[src/rtl/idle_pwr_pkg.sv]
package idle_pwr_pkg;
  localparam int unsigned CTRL_W     = 32;
  localparam int unsigned USED_W     = 3;
  localparam int unsigned BIT_LANE   = 0;
  localparam int unsigned BIT_MUL_ON = 1;
  localparam int unsigned BIT_DIV_ON = 2;
  localparam int unsigned N_UNITS    = 2;  // 0: multiply, 1: divide
  localparam logic [USED_W-1:0] CTRL_RST = 3'b001;

  typedef enum logic [1:0] {
    LANE_WAKE  = 2'd0,
    LANE_RUN   = 2'd1,
    LANE_DRAIN = 2'd2,
    LANE_OFF   = 2'd3
  } lane_state_e;
endpackage

[src/rtl/idle_pwr_reg.sv]
module idle_pwr_reg
  import idle_pwr_pkg::*;
(
  input  logic              clk_i,
  input  logic              rst_ni,
  input  logic              we_i,
  input  logic [CTRL_W-1:0] wdata_i,
  output logic [CTRL_W-1:0] rdata_o,
  output logic [USED_W-1:0] ctrl_o
);
  logic [USED_W-1:0] ctrl_q;
  logic              unused_hi;

  assign unused_hi = ^wdata_i[CTRL_W-1:USED_W];

  always_ff @(posedge clk_i or negedge rst_ni) begin
    if (!rst_ni)   ctrl_q <= CTRL_RST;
    else if (we_i) ctrl_q <= wdata_i[USED_W-1:0];
  end

  assign rdata_o = {{(CTRL_W-USED_W){1'b0}}, ctrl_q};
  assign ctrl_o  = ctrl_q;
endmodule

[src/rtl/idle_pwr_unit.sv]
module idle_pwr_unit #(
  parameter int unsigned IDLE_CYCLES = 256
) (
  input  logic clk_i,
  input  logic rst_ni,
  input  logic use_i,
  input  logic keep_on_i,
  input  logic ack_i,
  output logic req_o,
  output logic hold_o
);
  localparam int unsigned CW = (IDLE_CYCLES > 1) ? $clog2(IDLE_CYCLES) : 1;
  localparam logic [CW-1:0] LAST = CW'(IDLE_CYCLES - 1);

  logic          auto_q;
  logic [CW-1:0] idle_q;

  // timer runs whenever the auto request is up, whatever the mode bit
  always_ff @(posedge clk_i or negedge rst_ni) begin
    if (!rst_ni) begin
      auto_q <= 1'b0;
      idle_q <= '0;
    end else if (use_i) begin
      auto_q <= 1'b1;
      idle_q <= '0;
    end else if (auto_q) begin
      if (idle_q == LAST) begin
        auto_q <= 1'b0;
        idle_q <= '0;
      end else begin
        idle_q <= idle_q + 1'b1;
      end
    end
  end

  assign req_o  = auto_q | keep_on_i;
  assign hold_o = use_i & ~ack_i;
endmodule

[src/rtl/idle_pwr_lane.sv]
module idle_pwr_lane
  import idle_pwr_pkg::*;
(
  input  logic clk_i,
  input  logic rst_ni,
  input  logic enable_i,
  input  logic busy_i,
  input  logic ack_i,
  output logic req_o,
  output logic issue_en_o
);
  lane_state_e state_q, state_d;

  always_comb begin
    state_d = state_q;
    unique case (state_q)
      LANE_RUN:   if (!enable_i) state_d = LANE_DRAIN;
      LANE_DRAIN: if (enable_i) state_d = LANE_WAKE;
                  else if (!busy_i) state_d = LANE_OFF;
      LANE_OFF:   if (enable_i) state_d = LANE_WAKE;
      LANE_WAKE:  if (!enable_i) state_d = LANE_DRAIN;
                  else if (ack_i) state_d = LANE_RUN;
      default:    state_d = LANE_WAKE;
    endcase
  end

  always_ff @(posedge clk_i or negedge rst_ni) begin
    if (!rst_ni) state_q <= LANE_WAKE;
    else         state_q <= state_d;
  end

  assign req_o      = (state_q != LANE_OFF);
  assign issue_en_o = (state_q == LANE_RUN);
endmodule

[src/rtl/idle_pwr_ctl.sv]
module idle_pwr_ctl
  import idle_pwr_pkg::*;
#(
  parameter int unsigned IDLE_CYCLES = 256
) (
  input  logic              clk_i,
  input  logic              rst_ni,
  input  logic              reg_we_i,
  input  logic [CTRL_W-1:0] reg_wdata_i,
  output logic [CTRL_W-1:0] reg_rdata_o,
  input  logic              mul_use_i,
  input  logic              div_use_i,
  input  logic              mul_pwr_ack_i,
  input  logic              div_pwr_ack_i,
  output logic              mul_pwr_req_o,
  output logic              div_pwr_req_o,
  output logic              hold_o,
  input  logic              lane_busy_i,
  input  logic              lane_pwr_ack_i,
  output logic              lane_pwr_req_o,
  output logic              lane_issue_en_o
);
  logic [USED_W-1:0]  ctrl;
  logic [N_UNITS-1:0] u_use, u_keep, u_ack, u_req, u_hold;

  idle_pwr_reg reg_i (
    .clk_i   (clk_i),
    .rst_ni  (rst_ni),
    .we_i    (reg_we_i),
    .wdata_i (reg_wdata_i),
    .rdata_o (reg_rdata_o),
    .ctrl_o  (ctrl)
  );

  assign u_use  = {div_use_i, mul_use_i};
  assign u_ack  = {div_pwr_ack_i, mul_pwr_ack_i};
  assign u_keep = {ctrl[BIT_DIV_ON], ctrl[BIT_MUL_ON]};

  for (genvar g = 0; g < N_UNITS; g++) begin : g_unit
    idle_pwr_unit #(.IDLE_CYCLES(IDLE_CYCLES)) unit_i (
      .clk_i     (clk_i),
      .rst_ni    (rst_ni),
      .use_i     (u_use[g]),
      .keep_on_i (u_keep[g]),
      .ack_i     (u_ack[g]),
      .req_o     (u_req[g]),
      .hold_o    (u_hold[g])
    );
  end

  assign mul_pwr_req_o = u_req[0];
  assign div_pwr_req_o = u_req[1];
  assign hold_o        = |u_hold;

  idle_pwr_lane lane_i (
    .clk_i      (clk_i),
    .rst_ni     (rst_ni),
    .enable_i   (ctrl[BIT_LANE]),
    .busy_i     (lane_busy_i),
    .ack_i      (lane_pwr_ack_i),
    .req_o      (lane_pwr_req_o),
    .issue_en_o (lane_issue_en_o)
  );
endmodule

[config.mk]
export PLATFORM = sky130hd
export DESIGN_NAME = idle_pwr_ctl
export DESIGN_NICKNAME = d
export VERILOG_FILES = /design/src/rtl/idle_pwr_pkg.sv /design/src/rtl/idle_pwr_reg.sv /design/src/rtl/idle_pwr_unit.sv /design/src/rtl/idle_pwr_lane.sv /design/src/rtl/idle_pwr_ctl.sv
export SDC_FILE = /design/constraint.sdc
export NUM_CORES = 1
export LEC_CHECK = 0
export ABC_CLOCK_PERIOD_IN_PS = 1400
export BUFFER_PORTS_ARGS = -buffer_cell sky130_fd_sc_hd__buf_4
export CORE_AREA = 10 10 71 73
export DETAILED_ROUTE_END_ITERATION = 8
export DIE_AREA = 0 0 81 83
export MAX_ROUTING_LAYER = met4
export PLACE_DENSITY = 0.71
export SYNTH_ARGS = -nofsm -noshare
export SYNTH_HDL_FRONTEND = slang
export SYNTH_SLANG_ARGS = --single-unit
[constraint.sdc]
create_clock -name clk_i -period 1.4 [get_ports clk_i]
set_input_delay 0.21 -clock clk_i [delete_from_list [all_inputs] [get_ports clk_i]]
set_output_delay 0.21 -clock clk_i [all_outputs]
set_load 0.02 [all_outputs]
# --- After elaboration in Yosys (flattened, before gate mapping) ---
# Cells that the tools add are included.
classes:
  n_reduce_logical: 5
  eq_ne: 10
  add_sub_neg: 2
  n_mux: 19
  n_bitwise: 6
op_table:
  columns: ["operator", "n"]
  rows:
  - ["2-to-1 mux 8 bit", 6]
  - ["adder 8 x 1 -> 8 bit (second input constant)", 2]
  - ["== test 8 bit (second input constant)", 2]
  - ["2-to-1 mux 2 bit", 6]
  - ["case mux 2 bit (4 select lines)", 1]
  - ["2-to-1 mux 1 bit", 6]
  - ["!= test 2 bit (second input constant)", 3]
  - ["!= test 3 bit (second input constant)", 2]
  - ["== test 2 bit (second input constant)", 2]
  - ["AND reduction 4 bit", 1]
  - ["nonzero test 2 bit", 2]
  - ["AND 1 bit", 2]
  - ["== test 2 x 1 -> 1 bit (second input constant)", 1]
  - ["zero test 2 bit", 1]
  - ["NOT 1 bit", 2]
  - ["OR 1 bit", 2]
  - ["OR reduction 2 bit", 1]
word_totals:
  output_inout_bits: 37
  regBits: 23
  input_bits: 41
  word_cells: 48

# --- Logic depth before layout (Yosys ltp) ---
logic_depth:
  word_depth: 4
  mapped_depth: 4
  depth_no_buf: 4

# --- Cells and area by module ---
# Synthesis repeated with hierarchy kept, for this count alone.
hier_totals:
  hier_cells: 149
  hier_area_um2: 1376.3
modules_own_cells:
  columns: ["module", "cells_per_inst", "area_each_um2", "instances", "seq_area_each_um2"]
  rows:
  - ["idle_pwr_unit", 50, 464.2, 2, 225.2]
  - ["idle_pwr_reg", 39, 354.1, 1, 76.3]
  - ["idle_pwr_lane", 9, 87.6, 1, 50.0]
  - ["idle_pwr_ctl", 1, 6.3, 1, 0.0]

# --- Worst setup path after synthesis ---
# No wires, ideal clock.
synth_path:
  path_kind: "reg-to-reg"
  start: "register g_unit[0].unit_i.idle_q[0]"
  end: "register g_unit[0].unit_i.idle_q[6]"
  setup_ps: 78
  arrival_time_ps: 1216
  path_stages_with_launch: 5
  n_path_buf: 0
  slack_ps: 107
  required_ps: 1322
  path_cell_list: "dfrtp_1 ha_1 nand3_1 or3_1 a21oi_1"
synth_via:
  elab_chain_len: 4
  elab_cells_between_ends: 5
  classes_between: "1 x add/sub; 1 x eq/ne; 3 x mux"
synth_lines:
  columns: ["item", "line_no", "text"]
  rows:
  - ["start, declared", "idle_pwr_unit.sv:16", "logic [CW-1:0] idle_q;"]
  - ["start signal, assigned", "idle_pwr_unit.sv:31", "idle_q <= idle_q + 1'b1;"]
  - ["adder 8 x 1 -> 8 bit or == test 8 bit (tied branches)", "idle_pwr_unit.sv:31, idle_pwr_unit.sv:27", null]
  - ["2-to-1 mux 8 bit (*)", "idle_pwr_unit.sv:27", "if (idle_q == LAST) begin"]
  - ["2-to-1 mux 8 bit (*)", "idle_pwr_unit.sv:26", "end else if (auto_q) begin"]
  - ["2-to-1 mux 8 bit (*)", "idle_pwr_unit.sv:23", "end else if (use_i) begin"]
# Every way passes the cells marked *; elsewhere a longest branch is shown, timed or not. The select of a mux whose other input is x is not followed.
# A chain may end at the register's enable or synchronous reset.

# --- Final worst setup path ---
layout_path:
  start: "register g_unit[0].unit_i.auto_q"
  end: "output port mul_pwr_req_o"
layout_via:
  elab_chain_len: 1
layout_lines:
  columns: ["item", "line_no", "text"]
  rows:
  - ["start, declared", "idle_pwr_unit.sv:15", "logic auto_q;"]
  - ["start signal, assigned", "idle_pwr_unit.sv:21", "auto_q <= 1'b0;"]
  - ["start signal, assigned", "idle_pwr_unit.sv:24", "auto_q <= 1'b1;"]
  - ["start signal, assigned", "idle_pwr_unit.sv:28", "auto_q <= 1'b0;"]
  - ["OR 1 bit", "idle_pwr_unit.sv:36", "assign req_o = auto_q | keep_on_i;"]
  - ["end, declared", "idle_pwr_ctl.sv:15", "output logic mul_pwr_req_o,"]
# Every way passes these cells.

==> out/qor.csv <==
metric,value,unit
status,"finished, final reports clean",
Final Critical Period,1.34,ns
GRT Overall Usage,8.62,%
Clock transition at path regs,0.08,ns
CTS Buf Count,3,
"Hold Vio Cnt, Final",0,
die height,83,um
Tcrit/Tclk final,95.7,%
Max Clk Rate,746,MHz
largest net degree at the start of global routing,24,
CP arrival,1.13,ns
ys async rst share,100,%
maximum vdd drop,0.000524,V
Cell Pwr Density,842,nW/um^2
Yosys warning count,0,
FF-to-FF path depth,3,
cells after synthesis,154,
worst clock skew,0.00557,ns
Bufs on Longest Clock Path,2,
number of flops mapped to enable cells by yosys,0,
Syn Area/Cell,9.08,um^2
total gr overflow,0,
RePlAce Congestion,0.723,
drt first pass iters,4,
num ports,78,
ratio of cells with drive above 1 in the final layout,27.3,%
sequential share of power,52.6,%
CP Launch Type,flip-flop,
Final setup violation count,0,
area grow syn2layout,16.3,%
routed via count,1059,
reg2reg end,g_unit[1].unit_i.idle_q[7],
RSZ-0062 raised after global routing,false,
top_reg_cell synth,dfrtp_1,
Fill cells,374,
capture point of the critical path,mul_pwr_req_o,
Tightest Hold Check Type,input pin to flip-flop,
WL final,2.83,mm
switching part of the total,28.3,%
Post-DP HPWL,2.15,mm
Switch Pwr,0.388,mW
"Seq/Total Area, Yosys",41.2,%
Final ANT Viol Nets,0,
global-route wire length before repair,4.60,mm
vias per cell,4.58,
Comb pwr share,18.2,%
Critical Path Source,g_unit[0].unit_i.auto_q,
nets@finish,227,
r2r setup slk,0.09,ns
Leakage,0.759,nW
share of the synthesized area in the top cell type,39.4,%
final core utilization,44.8,%
Skew-Pair Late Insertion Delay,0.26,ns
floorplan row count,22,
Crit Path Max Fanout,2,
initial core utilization,38.5,%
ant diodes,0,
total negative slack,0,ns
chip width,81,um
CTS Sinks,23,
Port Buf Inserts,19,
Syn Std Cell Area,1400,um^2
Max Cap Violations,0,
routed length per instance,12.3,um
vias in the first global route,969,
Clk network pwr share,29.2,%
CTS root buf,clkbuf_8,
top post-synthesis cells by area,"dfrtp_1 (39%), buf_4 (17%), o21ai_0 (3.6%), a21oi_1 (3.2%), nand2_1 (3.2%)",
cell with the most instances after synthesis,buf_4,
initial drt markers,66,
internal cell power,0.981,mW
Yosys reg bits,23,
Netlist cell types,37,
R2R Path Start,g_unit[1].unit_i.idle_q[2],
hold_sp,reg_we_i,
Synth area leader,dfrtp_1,
Post-synth top cells,"buf_4 (32), dfrtp_1 (22), nand2_1 (12), o21ai_0 (10), a21oi_1 (9)",
count of pins over their slew limit,0,
Crit. End Element,output port,
antenna violations before repair,0,
# DRC,0,
H-tree Lvls,1,
die area,6720,um^2
CTS tree,done,
WS Path Type,flip-flop to output port,
core area,3630,um^2
Critical Path RT,1.19,ns
-- final cells by class --
class	instances	area, um^2	share of cell area (%)
Clock buffer	3	41.3	2.54
Clock inverter	1	5.00	0.308
Inverter	7	26.3	1.62
Multi-Input combinational cell	116	664	40.8
Sequential cell	23	579	35.6
Tap cell	48	60.1	3.69
Timing Repair Buffer	33	250	15.4
-- worst max-delay path: stages, from the launching register on --
cell,delay (ns)
dfrtp_2,0.42
or2_2,0.29
buf_4,0.16
-- power by group through the flow --
stage	Combinational [mW]	Sequential (mW)	Clock (mW)
after floorplan	0.226	0.731	0
after global placement	0.239	0.732	0
after detailed placement	0.242	0.733	0
after CTS	0.245	0.720	0.424
after global routing	0.276	0.724	0.463
final	0.249	0.720	0.400
-- stage by stage --
stage | setup WS, ns | power [mW] | instance area (um^2) | hold WS, ns | std cells
2_1_floorplan | 0.107 | 0.957 | 1500 | -0.0856 | 182
3_3_place_gp | 0.120 | 0.971 | 1520 | 0.120 | 222
3_5_place_dp | 0.104 | 0.974 | 1520 | 0.119 | 222
4_1_cts | 0.0413 | 1.39 | 1600 | 0.115 | 230
5_1_grt | 0.0169 | 1.46 | 1630 | 0.123 | 231
6_report | 0.0597 | 1.37 | 1630 | 0.121 | 231
-- worst min-delay path by stage --
stage / end / slack (ns) / depth (start not counted)
2_1_floorplan: g_unit[0].unit_i.auto_q / -0.09 / 0
3_3_place_gp: g_unit[0].unit_i.idle_q[1] / 0.12 / 1
3_5_place_dp: g_unit[0].unit_i.idle_q[1] / 0.12 / 1
4_1_cts: reg_i.ctrl_o[0] / 0.12 / 2
5_1_grt: reg_i.ctrl_o[0] / 0.12 / 2
6_report: reg_i.ctrl_o[0] / 0.12 / 2
-- cells by family after synthesis --
kind of cell               Yosys count  synth area share (%)
other                                1                 0.268
DFF                                 23                  41.2
xor gates and xnor gates             3                  1.88
adders and majority gates            2                  1.79
buffers and inverters               43                  20.2
AOI/OAI and AO/OA                   30                  13.0
and+or+nand+nor                     48                  18.6
muxes                                4                  3.04
-- flip-flops by register name, summed over array words and instances (netlist names) --
signal and flops:
lane_i.state_q 2, reg_i.ctrl_o 3, g_unit.unit_i.auto_q 2, g_unit.unit_i.idle_q 16
-- repair_timing --
item                       in CTS  in global routing
setup buffers                   3                  1
hold endpoints to repair       22                  0
hold buffers                    1                  0
setup endpoints to repair       2                  3
gates resized for setup         2                  4
-- metal layers --
layer	vias up	global-route usage, %	share of wire, %
met5	-	-	0
met4	0	3.76	1.7
met3	4	2.91	8.5
met2	36	12.5	45
met1	490	10.5	45
li1	529	-	-
-- placed cells by master, fill, tap and decap left out, drive strengths merged --
master	n
a21oi	9
a2bb2oi	1
a31o	1
a31oi	2
a41oi	1
and3	2
buf	32
clkbuf	3
clkinv	1
conb	29
dfrtp	22
dfstp	1
dlygate4sd3	1
ha	2
inv	7
mux2	2
mux2i	2
nand2	12
nand2b	2
nand3	4
nand3b	1
nand4	5
nor2	8
nor2b	3
nor3b	3
o211ai	1
o21ai	10
o221ai	1
o22ai	1
o31ai	1
o41ai	2
or2	2
or3	4
or4	2
xor2	3
Power figures use the tool's default switching activity.
